[config.mk]
export PLATFORM = sky130hd
export DESIGN_NAME = alu_gate_ctrl
export DESIGN_NICKNAME = d
export VERILOG_FILES = /design/src/rtl/alu_gate_pkg.sv /design/src/rtl/alu_gate_window.sv /design/src/rtl/alu_gate_select.sv /design/src/rtl/alu_gate_ctrl.sv
export SDC_FILE = /design/constraint.sdc
export NUM_CORES = 1
export LEC_CHECK = 0
export ABC_AREA = 1
export BUFFER_PORTS_ARGS = -buffer_cell sky130_fd_sc_hd__buf_2
export CAP_MARGIN = 10
export CORE_ASPECT_RATIO = 0.5
export CORE_MARGIN = 1
export CORE_UTILIZATION = 65
export CTS_CLUSTER_DIAMETER = 60
export DETAILED_ROUTE_END_ITERATION = 7
export PLACE_DENSITY = 0.85
export REMOVE_ABC_BUFFERS = 1
export SYNTH_ARGS = -nofsm -noshare
export SYNTH_HDL_FRONTEND = slang
export SYNTH_SLANG_ARGS = --single-unit
[constraint.sdc]
create_clock -name clk_i -period 4.32 [get_ports clk_i]
set_input_delay 0.432 -clock clk_i [delete_from_list [all_inputs] [get_ports clk_i]]
set_output_delay 0.432 -clock clk_i [all_outputs]
set_load 0.01 [all_outputs]
[src/rtl/alu_gate_pkg.sv]
package alu_gate_pkg;

  // unit j outranks unit i for gating: higher code, or equal code and higher index
  function automatic logic leak_outranks(input int unsigned code_j, input int unsigned code_i,
                                         input int unsigned idx_j, input int unsigned idx_i);
    return (code_j > code_i) || ((code_j == code_i) && (idx_j > idx_i));
  endfunction

endpackage

[src/rtl/alu_gate_window.sv]
module alu_gate_window #(
  parameter int CNT_W      = 4,
  parameter int ISSUE_MAX  = 4,
  parameter int SAMPLE_DIV = 4,
  parameter int WINDOW_LEN = 512,
  parameter int SUM_W      = 9
) (
  input  logic             clk_i,
  input  logic             rst_ni,
  input  logic [CNT_W-1:0] rdy_cnt_i,
  output logic [SUM_W-1:0] sum_o
);
  localparam int WIN_W = $clog2(WINDOW_LEN);

  logic [WIN_W-1:0] win_q;
  logic [SUM_W-1:0] acc_q, acc_nxt, sum_q;
  logic [CNT_W-1:0] cap_cnt;
  logic [SUM_W:0]   wide_sum;
  logic             take, last;

  assign take = (int'(win_q) % SAMPLE_DIV) == 0;
  assign last = (win_q == WIN_W'(WINDOW_LEN - 1));

  always_comb begin
    cap_cnt = (rdy_cnt_i > CNT_W'(ISSUE_MAX)) ? CNT_W'(ISSUE_MAX) : rdy_cnt_i;
    wide_sum = {1'b0, acc_q} + (SUM_W+1)'(cap_cnt);
    acc_nxt  = acc_q;
    if (take) acc_nxt = wide_sum[SUM_W] ? '1 : wide_sum[SUM_W-1:0];
  end

  always_ff @(posedge clk_i or negedge rst_ni) begin
    if (!rst_ni) begin
      win_q <= '0;
      acc_q <= '0;
      sum_q <= '0;
    end else begin
      win_q <= last ? '0 : win_q + 1'b1;
      if (last) begin
        sum_q <= acc_nxt;
        acc_q <= '0;
      end else begin
        acc_q <= acc_nxt;
      end
    end
  end

  assign sum_o = sum_q;
endmodule

[src/rtl/alu_gate_select.sv]
module alu_gate_select
  import alu_gate_pkg::*;
#(
  parameter int NUM_ALU = 4,
  parameter int LEAK_W  = 3,
  parameter int SUM_W   = 9
) (
  input  logic [SUM_W-1:0]               sum_i,
  input  logic [NUM_ALU-2:0][SUM_W-1:0]  thr_i,
  input  logic [NUM_ALU*LEAK_W-1:0]      leak_i,
  output logic [NUM_ALU-1:0]             mask_o
);
  localparam int CW = $clog2(NUM_ALU) + 1;

  logic [CW-1:0] n_over, n_gate;

  always_comb begin
    n_over = '0;
    for (int k = 0; k < NUM_ALU-1; k++)
      if (sum_i > thr_i[k]) n_over = n_over + 1'b1;
    n_gate = CW'(NUM_ALU-1) - n_over;
  end

  for (genvar i = 0; i < NUM_ALU; i++) begin : g_rank
    logic [CW-1:0] rank;
    always_comb begin
      rank = '0;
      for (int j = 0; j < NUM_ALU; j++)
        if (j != i && leak_outranks(int'(leak_i[LEAK_W*j +: LEAK_W]),
                                    int'(leak_i[LEAK_W*i +: LEAK_W]), j, i))
          rank = rank + 1'b1;
    end
    assign mask_o[i] = (rank < n_gate);
  end
endmodule

[src/rtl/alu_gate_ctrl.sv]
module alu_gate_ctrl #(
  parameter int NUM_ALU    = 4,
  parameter int CNT_W      = 4,
  parameter int ISSUE_MAX  = 4,
  parameter int LEAK_W     = 3,
  parameter int SAMPLE_DIV = 4,
  parameter int WINDOW_LEN = 512,
  parameter int SUM_W      = 9,
  parameter int PERIOD     = 10000,
  parameter logic [NUM_ALU-2:0][SUM_W-1:0] THR_DEF = {9'd333, 9'd233, 9'd133},
  localparam int SEL_W     = (NUM_ALU > 2) ? $clog2(NUM_ALU-1) : 1
) (
  input  logic                      clk_i,
  input  logic                      rst_ni,
  input  logic [CNT_W-1:0]          rdy_cnt_i,
  input  logic [NUM_ALU*LEAK_W-1:0] leak_i,
  input  logic                      thr_we_i,
  input  logic [SEL_W-1:0]          thr_sel_i,
  input  logic [SUM_W-1:0]          thr_wdata_i,
  output logic [NUM_ALU-1:0]        gate_mask_o
);
  localparam int PER_W = $clog2(PERIOD);

  logic [SUM_W-1:0]              win_sum;
  logic [NUM_ALU-2:0][SUM_W-1:0] thr_q;
  logic [NUM_ALU-1:0]            sel_mask, mask_q;
  logic [PER_W-1:0]              per_q;
  logic                          decide;

  alu_gate_window #(
    .CNT_W(CNT_W), .ISSUE_MAX(ISSUE_MAX), .SAMPLE_DIV(SAMPLE_DIV),
    .WINDOW_LEN(WINDOW_LEN), .SUM_W(SUM_W)
  ) u_window (
    .clk_i(clk_i), .rst_ni(rst_ni), .rdy_cnt_i(rdy_cnt_i), .sum_o(win_sum)
  );

  alu_gate_select #(
    .NUM_ALU(NUM_ALU), .LEAK_W(LEAK_W), .SUM_W(SUM_W)
  ) u_select (
    .sum_i(win_sum), .thr_i(thr_q), .leak_i(leak_i), .mask_o(sel_mask)
  );

  always_ff @(posedge clk_i or negedge rst_ni) begin
    if (!rst_ni) begin
      thr_q <= THR_DEF;
    end else if (thr_we_i && (int'(thr_sel_i) < NUM_ALU-1)) begin
      thr_q[thr_sel_i] <= thr_wdata_i;
    end
  end

  assign decide = (per_q == PER_W'(PERIOD - 1));

  always_ff @(posedge clk_i or negedge rst_ni) begin
    if (!rst_ni) begin
      per_q  <= '0;
      mask_q <= '0;
    end else begin
      per_q <= decide ? '0 : per_q + 1'b1;
      if (decide) mask_q <= sel_mask;
    end
  end

  assign gate_mask_o = mask_q;
endmodule

Word-level counts from Yosys, hierarchy flattened

Index checks and enable logic that the tools add are counted.

Register bits: 72
Input bits: 30
Output and inout port bits: 4
Word-level logic and storage cells: 86

Add/sub/neg operators: 14
$lt $le $gt $ge: 23
Eq/ne operators: 8
Muxes and demuxes: 24
Reductions and logical operators: 9

Operators with widths:

| cell                                                              | count |
|---|---|
| two-way mux 9 bit                                                 | 5 |
| greater-than comparator 3 bit                                     | 12 |
| zero test 32 bit                                                  | 1 |
| two-way mux 3 bit                                                 | 10 |
| adder 3 x 1 -> 3 bit, second input constant                       | 9 |
| bitwise mux 27 bit                                                | 1 |
| greater-than comparator 9 bit                                     | 3 |
| demux 9 bit (select 2 bit)                                        | 1 |
| == test 3 bit                                                     | 6 |
| adder 14 x 1 -> 14 bit, second input constant                     | 1 |
| == test 14 bit, second input constant                             | 1 |
| two-way mux 14 bit                                                | 1 |
| less-than comparator 3 bit                                        | 4 |
| adder 9 x 4 -> 10 bit                                             | 1 |
| adder 9 x 1 -> 9 bit, second input constant                       | 1 |
| == test 9 bit, second input constant                              | 1 |
| logical OR 1 bit                                                  | 6 |
| two-way mux 1 bit                                                 | 5 |
| greater-than comparator 4 x 3 -> 1 bit, second input constant     | 1 |
| two-way mux 4 bit                                                 | 1 |
| less-than comparator 2 x 3 -> 1 bit, second input constant        | 1 |
| subtractor 2 x 3 -> 3 bit, first input constant                   | 1 |
| adder 1 x 1 -> 2 bit, second input constant                       | 1 |
| greater-or-equal comparator 2 x 1 -> 1 bit, second input constant | 1 |
| 2 further kinds                                                   | 3 |

Depth between registers and ports, before layout

Gate-level depths: netlist (run 1).

Depth in word-level cells: 8
Mapped depth: 20
Depth with buffers taken out: 20

Hierarchy

From an unflattened synthesis (run 1), not the netlist that was laid out.

Cell total of the unflattened synthesis: 648
Area, all modules: 5104.9 sq um

Modules (own cells, without submodules):

| module          | instances | cells an instance | area each (sq um) | seq. area each (sq um) |
|---|---|---|---|---|
| alu_gate_ctrl   | 1         | 219               | 1976.9            | 1142.3 |
| alu_gate_select | 1         | 242               | 1640.3            | 0.0 |
| alu_gate_window | 1         | 187               | 1487.7            | 675.6 |

Worst setup path before layout (run 1)

OpenSTA, ideal clock, no wires.

Path type: reg2reg
Start: reg thr_q[2] (netlist name)
End: reg mask_q[2] (netlist: gate_mask_o[2])
Setup time: 0.065 ns
Arrival: 2.659 ns
Data required time: 4.255 ns
Slack: 1.596 ns
Cell stages (with the launch flop): 18
Path buffers: 0
Clock period less this slack: 2.724 ns
Cell sequence: dfstp_2 inv_1 ha_1 nand2_1 o21a_1 o21ai_0 nand2_1 nand2_1 nand3_1 nand2_1 nand2_1 ha_1 nand2_1 nand3b_1 ha_1 a211oi_1 nand2_1 nand2_1

Word-level cells in the longest chain between the ends: 8

RTL lines:

| what                              | line                  | RTL |
|---|---|---|
| from (decl)                       | alu_gate_ctrl.sv:25   | `logic [NUM_ALU-2:0][SUM_W-1:0] thr_q;` |
| from (signal, indexed assignment) | alu_gate_ctrl.sv:47   | `thr_q[thr_sel_i] <= thr_wdata_i;` |
| greater-than comparator 9 bit (*) | alu_gate_select.sv:20 | `if (sum_i > thr_i[k]) n_over = n_over + 1'b1;` |
| two-way mux 1 bit (*)             | alu_gate_select.sv:20 |  |
| adder 1 x 1 -> 2 bit              | alu_gate_select.sv:20 |  |
| two-way mux 3 bit (*)             | alu_gate_select.sv:20 |  |
| adder 3 x 1 -> 3 bit              | alu_gate_select.sv:20 |  |
| two-way mux 3 bit (*)             | alu_gate_select.sv:20 |  |
| subtractor 2 x 3 -> 3 bit (*)     | alu_gate_select.sv:21 | `n_gate = CW'(NUM_ALU-1) - n_over;` |
| less-than comparator 3 bit (*)    | alu_gate_select.sv:33 | `assign mask_o[i] = (rank < n_gate);` |
| to (signal assigned)              | alu_gate_ctrl.sv:59   | `if (decide) mask_q <= sel_mask;` |
| to (decl)                         | alu_gate_ctrl.sv:26   | `logic [NUM_ALU-1:0] sel_mask, mask_q;` |

Mark *: on every way between the ends. The rest lies on a longest branch, timed or not.
A chain may end at the register's enable or synchronous reset.

Worst setup path in the final report (run 1)

Same ends and word-level chain as after synthesis.

==> results of run 1 <==
## worst paths after layout
check | start | slack, ns | depth (start not counted) | endpoint
worst max register to register | thr_q[2] | 1.35 | 17 | gate_mask_o[2]
worst min-delay path | rst_ni | 0.28 | 1 | u_window.win_q[0]
worst max-delay path | thr_q[2] | 1.35 | 17 | gate_mask_o[2]
min in group clk_i | thr_wdata_i[8] | 0.35 | 3 | thr_q[26]
worst min register to register | per_q[0] | 0.47 | 1 | per_q[0]
max in group asynchronous | rst_ni | 3.10 | 2 | thr_q[24]
## kinds of logic after synthesis
logic type / Yosys count / synth area share (%)
compound gates: 102 / 11.5
simple gates: 225 / 20.1
other cells: 1 / 0.0777
buf+inv: 118 / 9.52
mux: 1 / 0.207
flops: 72 / 37.7
fa+ha+maj: 71 / 18.6
xor+xnor: 13 / 2.36
## routing by layer
| metal | wire length [µm] | global-route usage (%) |
|---|---|---|
| met4 | 153 | 8.58 |
| met5 | 0 | 0 |
| met2 | 4440 | 47.7 |
| met1 | 4330 | 34.2 |
| met3 | 361 | 7.30 |
## worst max-delay path, cell delays in order (launching register included)
cell and delay (ns):
dfstp_2 0.53, inv_1 0.04, ha_1 0.29, nand2_1 0.07, o21a_1 0.16, o21ai_0 0.14
nand2_1 0.08, nand2_1 0.06, nand3_1 0.06, nand2_1 0.06, nand2_1 0.07, ha_1 0.31
nand2_1 0.07, nand3b_1 0.24, ha_1 0.35, a211oi_1 0.23, nand2_1 0.09, nand2_1 0.07
## sequential cells by signal, summed over array words and instances (netlist names)
name and count:
thr_q 27, gate_mask_o 4, u_window.win_q 9, u_window.sum_o 9, per_q 14, u_window.acc_q 9
## area by class of cell
class                   count  share of cell area (%)
clock buffers              10                    4.47
clock inverters             6                   0.795
inverters                 108                    7.58
multi-input cells         413                    47.6
flip-flops and latches     72                    34.0
well taps                  92                    2.15
repair buffers             35                    3.37
## layout by cell type (no fill, tap or decap), drive strengths merged, types with 7 or more instances in the layout
| cell | instances |
|---|---|
| nor3 | 7 |
| nand3 | 27 |
| ha | 70 |
| xor2 | 8 |
| nand2 | 135 |
| clkbuf | 10 |
| nor2 | 40 |
| a31oi | 10 |
| inv | 110 |
| dfrtp | 59 |
| o21ai | 49 |
| dfstp | 13 |
| buf | 35 |
| a21oi | 37 |
## power groups by stage
stage	sequential, mW	combinational (mW)	clock (mW)
3_3_place_gp	0.829	0.535	0
3_5_place_dp	0.832	0.562	0
5_1_grt	0.833	0.671	0.740
2_1_floorplan	0.818	0.435	0
6_report	0.823	0.569	0.695
4_1_cts	0.822	0.573	0.705
## stage by stage
| stage | setup slack, ns | instances |
|---|---|---|
| finish | 1.35 | 736 |
| global route | 1.16 | 736 |
| CTS | 1.35 | 736 |
| detailed placement | 1.35 | 720 |
| global placement | 1.47 | 720 |
| floorplan | 1.59 | 593 |
==> run_results.csv, run 1 <==
group,metric,value,unit
outcome,status,"complete, no violations",
pwr,p_comb_share,27.3,%
die,fp.dieH,62.9,µm
logic_synthesis,yosysMostFrequentCell,"nand2_1",
clocking,post_cts_buffers,0,
finish,nNetsFinal,740,
pwr,clockPowerShare,33.3,%
logic_synthesis,yosysTopAreaCell,"dfrtp_1",
global_route,antenna_found_initial,0,
timing,min_period,2.97,ns
clocking,cts-root-buf,"clkbuf_16",
logic_synthesis,synth_seq_cells,72,
clocking,ctsHoldBuffers,0,
timing,max_freq,337,MHz
timing,fin_hold_ws,0.275,ns
pwr,seq_power_share,39.5,%
placed_design,gp_congestion,0.873,
clocking,cts_resized,0,
min_path,hold_class,"input pin to asynchronous set/reset pin",
die,dieArea,7790,µm²
setup_path,worstPathArrival,3.24,ns
timing,setup_viol,0,
clocking,clock_sinks,72,
finish,drive_gt1_share,11.8,%
setup_path,crit_fanout,4,
finish,final-seq-area,1820,µm²
timing,finalHoldViolCount,0,
logic_synthesis,netlist.area_leader.share,30.6,%
timing,timing.setup.tns,0,ns
drt,drt_pass1_iterations,4,
timing,post-route-period-util,68.8,%
setup_path,critPathLaunchType,"flip-flop",
logic_synthesis,synth.avg_cell_area,8.00,µm²
drt,viasPerCell,5.32,
die,ios,34,
die,die_width,124,µm
drt,wl,9.29,mm
logic_synthesis,synth.distinct_cells,38,
logic_synthesis,ys_seq_area_share,37.7,%
finish,antennaDiodeCount,0,
pwr,power.internal,1.40,mW
setup_path,end_kind,"flip-flop",
logic_synthesis,synth_common_cells,"nand2_1, inv_1, ha_1",
clocking,h-tree-depth,3,
placed_design,io_buffers,33,
timing,worst_slew_pin_slew,1.02,ns
logic_synthesis,yosysWarnings,0,
clocking,clk_latency,0.34,ns
pwr,worst_ir_drop_vdd,350,µV
drt,vias,3912,
logic_synthesis,synthArstFlopShare,100,%
timing,finClkSkew,0.00664,ns
die,start_util,69.6,%
setup_path,critical_path_class,"flip-flop to flip-flop",
flow_run,timing.max_cap.violations,0,
timing,relSlewSlack,31.8,%
logic_synthesis,synth-edff-count,0,
setup_path,cp.required,4.59,ns
logic_synthesis,synth_area,4830,µm²
finish,nFillCells,516,
drt,drcViolationCount,0,
pwr,p_sw_share,32.7,%
drt,drt_iter0_markers,214,
timing,rsz0062_at_grt,"no",
clocking,cts_buffers,9,
pwr,total_power,2.09,mW
global_route,grt_pass1_vias,3875,
drt,antenna_left,0,
die,core,6940,µm²
global_route,grt_start_max_net_pins,48,
global_route,grt_usage,27.8,%
die,std_cell_rows,21,
clocking,clk_pin_slew,0.06,ns
finish,syn_to_final_growth,10.8,%
finish,fin_util,77.1,%
pwr,p_leak,2.80,nW
placed_design,dp.final_hpwl,6.92,mm
clocking,clockBufferDepth,2,
logic_synthesis,synth_cells,603,
placed_design,place_area,5070,µm²
global_route,grt_overflow_total,0,
finish,multiInputGateArea,2550,µm²
drt,wl_per_cell,12.6,µm
finish,design_area,5350,µm²
logic_synthesis,ys.flop_type,"dfrtp_1",
clocking,cts_tree,"built",
pwr,power_density,390,nW/µm²
logic_synthesis,synth.area.top_cells,"dfrtp_1, ha_1, nand2_1",
timing,maxSlewViolCount,0,
global_route,grt_pass1_wl,16.8,mm
pwr,power.switching,0.683,mW
Power figures use the tool's default switching activity.
==> run 2: changes to the inputs <==
--- a/config.mk
+++ b/config.mk
@@ -10,10 +10,10 @@
 export CAP_MARGIN = 10
 export CORE_ASPECT_RATIO = 0.5
 export CORE_MARGIN = 1
-export CORE_UTILIZATION = 65
+export CORE_UTILIZATION = 55
 export CTS_CLUSTER_DIAMETER = 60
 export DETAILED_ROUTE_END_ITERATION = 7
-export PLACE_DENSITY = 0.85
+export PLACE_DENSITY = 0.77
 export REMOVE_ABC_BUFFERS = 1
 export SYNTH_ARGS = -nofsm -noshare
 export SYNTH_HDL_FRONTEND = slang
==> constraint.sdc (replaced) <==
create_clock -name clk_i -period 2.7 [get_ports clk_i]
set_input_delay 0.27 -clock clk_i [delete_from_list [all_inputs] [get_ports clk_i]]
set_output_delay 0.27 -clock clk_i [all_outputs]
set_load 0.01 [all_outputs]
==> run 2 against run 1 <==
Against the previous run: the run now ends with negative setup slack left; worst setup slack got worse by 1.5 ns; critical endpoint unchanged; combinational power is 97% higher; register-to-register slack got worse by 1.5 ns; global-route usage is 3.4 points lower; worst hold slack worse by 0.090 ns; power increased by 74%; die area increased by 18%; critical path type unchanged; first-iteration DRC count grew 31%.
==> run_results.csv, run 2 (synthesis gave the netlist of run 1 again) <==
group,metric,value,unit
drt,drt_iter0_markers,281,
setup_path,crit_buf_inv,2,
finish,final_common_cell,"nand2_1",
timing,final.setup.worst_slack,-0.163,ns
finish,largest_register,"thr_q",
finish,drive_gt1_share,18.1,%
setup_path,cp.required,2.93,ns
placed_design,dp.final_hpwl,7.40,mm
clocking,cts-root-buf,"clkbuf_16",
outcome,status,"finished with violations",
global_route,grt_usage,24.4,%
finish,largest_register_ffs,27,
die,dieArea,9180,µm²
pwr,power_density,644,nW/µm²
pwr,power.internal,2.41,mW
timing,timing.setup.tns,-0.407,ns
setup_path,path_common_cell,"nand2_1",
clocking,clockBufferDepth,2,
setup_path,end_kind,"flip-flop",
die,core,8260,µm²
pwr,clockPowerShare,32.7,%
timing,rsz0062_at_grt,"yes",
timing,finClkSkew,0.00632,ns
min_path,hold_class,"input pin to flip-flop",
pwr,p_sw_share,33.6,%
setup_path,critical_path_class,"flip-flop to flip-flop",
pwr,seq_power_share,36.4,%
clocking,h-tree-depth,3,
setup_path,crit_chain,"inv_2 > ha_4 > nand2_4 > o21a_1 > o21ai_1 > nand2_1 > nand2_1 > nand3_1 > nand2_1 > nand2_2 > ha_4 > nand2_2 > nand3b_1 > ha_4 > nand2_2 > inv_2 > nand2_2 > nand2_1 > nand2_1",
pwr,worst_ir_drop_vdd,346,µV
timing,relSlewSlack,55.5,%
die,die_width,134,µm
global_route,antenna_found_initial,0,
global_route,grt_start_max_net_pins,26,
die,fp.dieH,68.2,µm
setup_path,critPathMaxStageDelay,0.53,ns
die,std_cell_rows,23,
placed_design,gp_congestion,0.836,
global_route,grt_pass1_vias,3773,
pwr,power.switching,1.22,mW
flow_run,timing.max_cap.violations,0,
die,start_util,58.4,%
timing,fin_hold_ws,0.185,ns
clocking,clk_latency,0.34,ns
setup_path,cp_slowest_cell,"dfstp_2",
placed_design,io_buffers,33,
setup_path,worstPathArrival,3.09,ns
drt,wl_per_cell,13.7,µm
drt,drt_pass1_iterations,5,
clocking,cts_tree,"built",
finish,fin_util,68.2,%
clocking,cts_buffers,9,
finish,nFillCells,644,
timing,post-route-period-util,106,%
finish,reg_top3,"thr_q x27, per_q x14",
timing,min_period,2.86,ns
pwr,p_leak,2.87,nW
clocking,clk_pin_slew,0.06,ns
finish,antennaDiodeCount,0,
global_route,grt_overflow_total,0,
drt,vias,4086,
setup_path,crit_fanout,3,
die,ios,34,
setup_path,path_delay_family,"simple AND/OR/NAND/NOR gates",
setup_path,critPathLaunchType,"flip-flop",
finish,nNetsFinal,752,
drt,drcViolationCount,0,
drt,viasPerCell,5.32,
drt,antenna_left,0,
timing,worst_slew_pin_slew,0.666,ns
timing,maxSlewViolCount,0,
drt,wl,10.5,mm
timing,setup_viol,3,
pwr,total_power,3.62,mW
timing,max_freq,349,MHz
finish,final_cell_mix,"nand2_1, inv_1, ha_1, dfrtp_1, o21ai_0",
outcome,violations,"negative setup slack",
pwr,p_comb_share,30.9,%
clocking,clock_sinks,72,
global_route,grt_pass1_wl,17.1,mm
timing,finalHoldViolCount,0,
finish,syn_to_final_growth,16.7,%
[run 2: cell types whose count changed in the layout (fill, tap and decap cells not counted), sizes merged]
cell / change
buf: +11
bufinv: +1
clkbuf: -1
inv: -1
clkinvlp: +1
dlygate4sd3: +1
[run 2: worst min-delay path, cell delays in order]
cell and delay (ns):
buf_2 0.09, inv_1 0.07, o21ai_0 0.08
[run 2: repair_timing]
action | CTS | global route
setup endpoints to repair | 4 | 4
buffers inserted | 3 | 2
resized for setup | 15 | 23
endpoints found under the hold margin | 19 | 0
pin swaps | 14 | 20
hold buffers | 1 | 0
[run 2: area by class of cell]
cell class              instances  area, µm²  share of cell area [%]
clock inverters                 7       71.3                    1.27
clock buffers                   9        225                    4.00
well taps                     112        140                    2.49
multi-input cells             413       2700                    47.9
repair buffers                 47        277                    4.91
inverters                     108        405                    7.20
flip-flops and latches         72       1820                    32.3
[run 2: power groups by stage]
| stage | clock (mW) | combinational, mW | sequential, mW |
|---|---|---|---|
| after global routing | 1.25 | 1.27 | 1.33 |
| after CTS | 1.20 | 1.00 | 1.32 |
| final | 1.19 | 1.12 | 1.32 |
| after floorplan | 0 | 0.696 | 1.31 |
| after global placement | 0 | 0.878 | 1.33 |
| after detailed placement | 0 | 0.930 | 1.33 |
[run 2: worst paths after layout]
kind / depth (start not counted) / from / slack (ns) / endpoint
max in group asynchronous: 3 / rst_ni / 1.48 / thr_q[24]
worst min register to register: 1 / per_q[13] / 0.48 / per_q[13]
worst max register to register: 19 / thr_q[2] / -0.16 / gate_mask_o[2]
min in group asynchronous: 2 / rst_ni / 0.44 / u_window.acc_q[3]
worst max-delay path: 19 / thr_q[2] / -0.16 / gate_mask_o[2]
worst min-delay path: 3 / thr_wdata_i[7] / 0.18 / thr_q[7]
[run 2: per-layer routing]
layer	vias up	wire [µm]	global-route usage (%)
met1	1925	4660	29.6
met4	0	199	7.30
li1	2044	-	-
met2	94	5210	44.6
met5	-	0	0
met3	23	434	5.41
[run 2: through the flow]
stage | cell area [µm²] | std cells | setup WS (ns)
6_report | 5630 | 768 | -0.163
5_1_grt | 5630 | 768 | -0.309
4_1_cts | 5540 | 766 | -0.118
3_5_place_dp | 5140 | 747 | -0.189
3_3_place_gp | 5140 | 747 | -0.0808
2_1_floorplan | 4770 | 593 | -0.0281
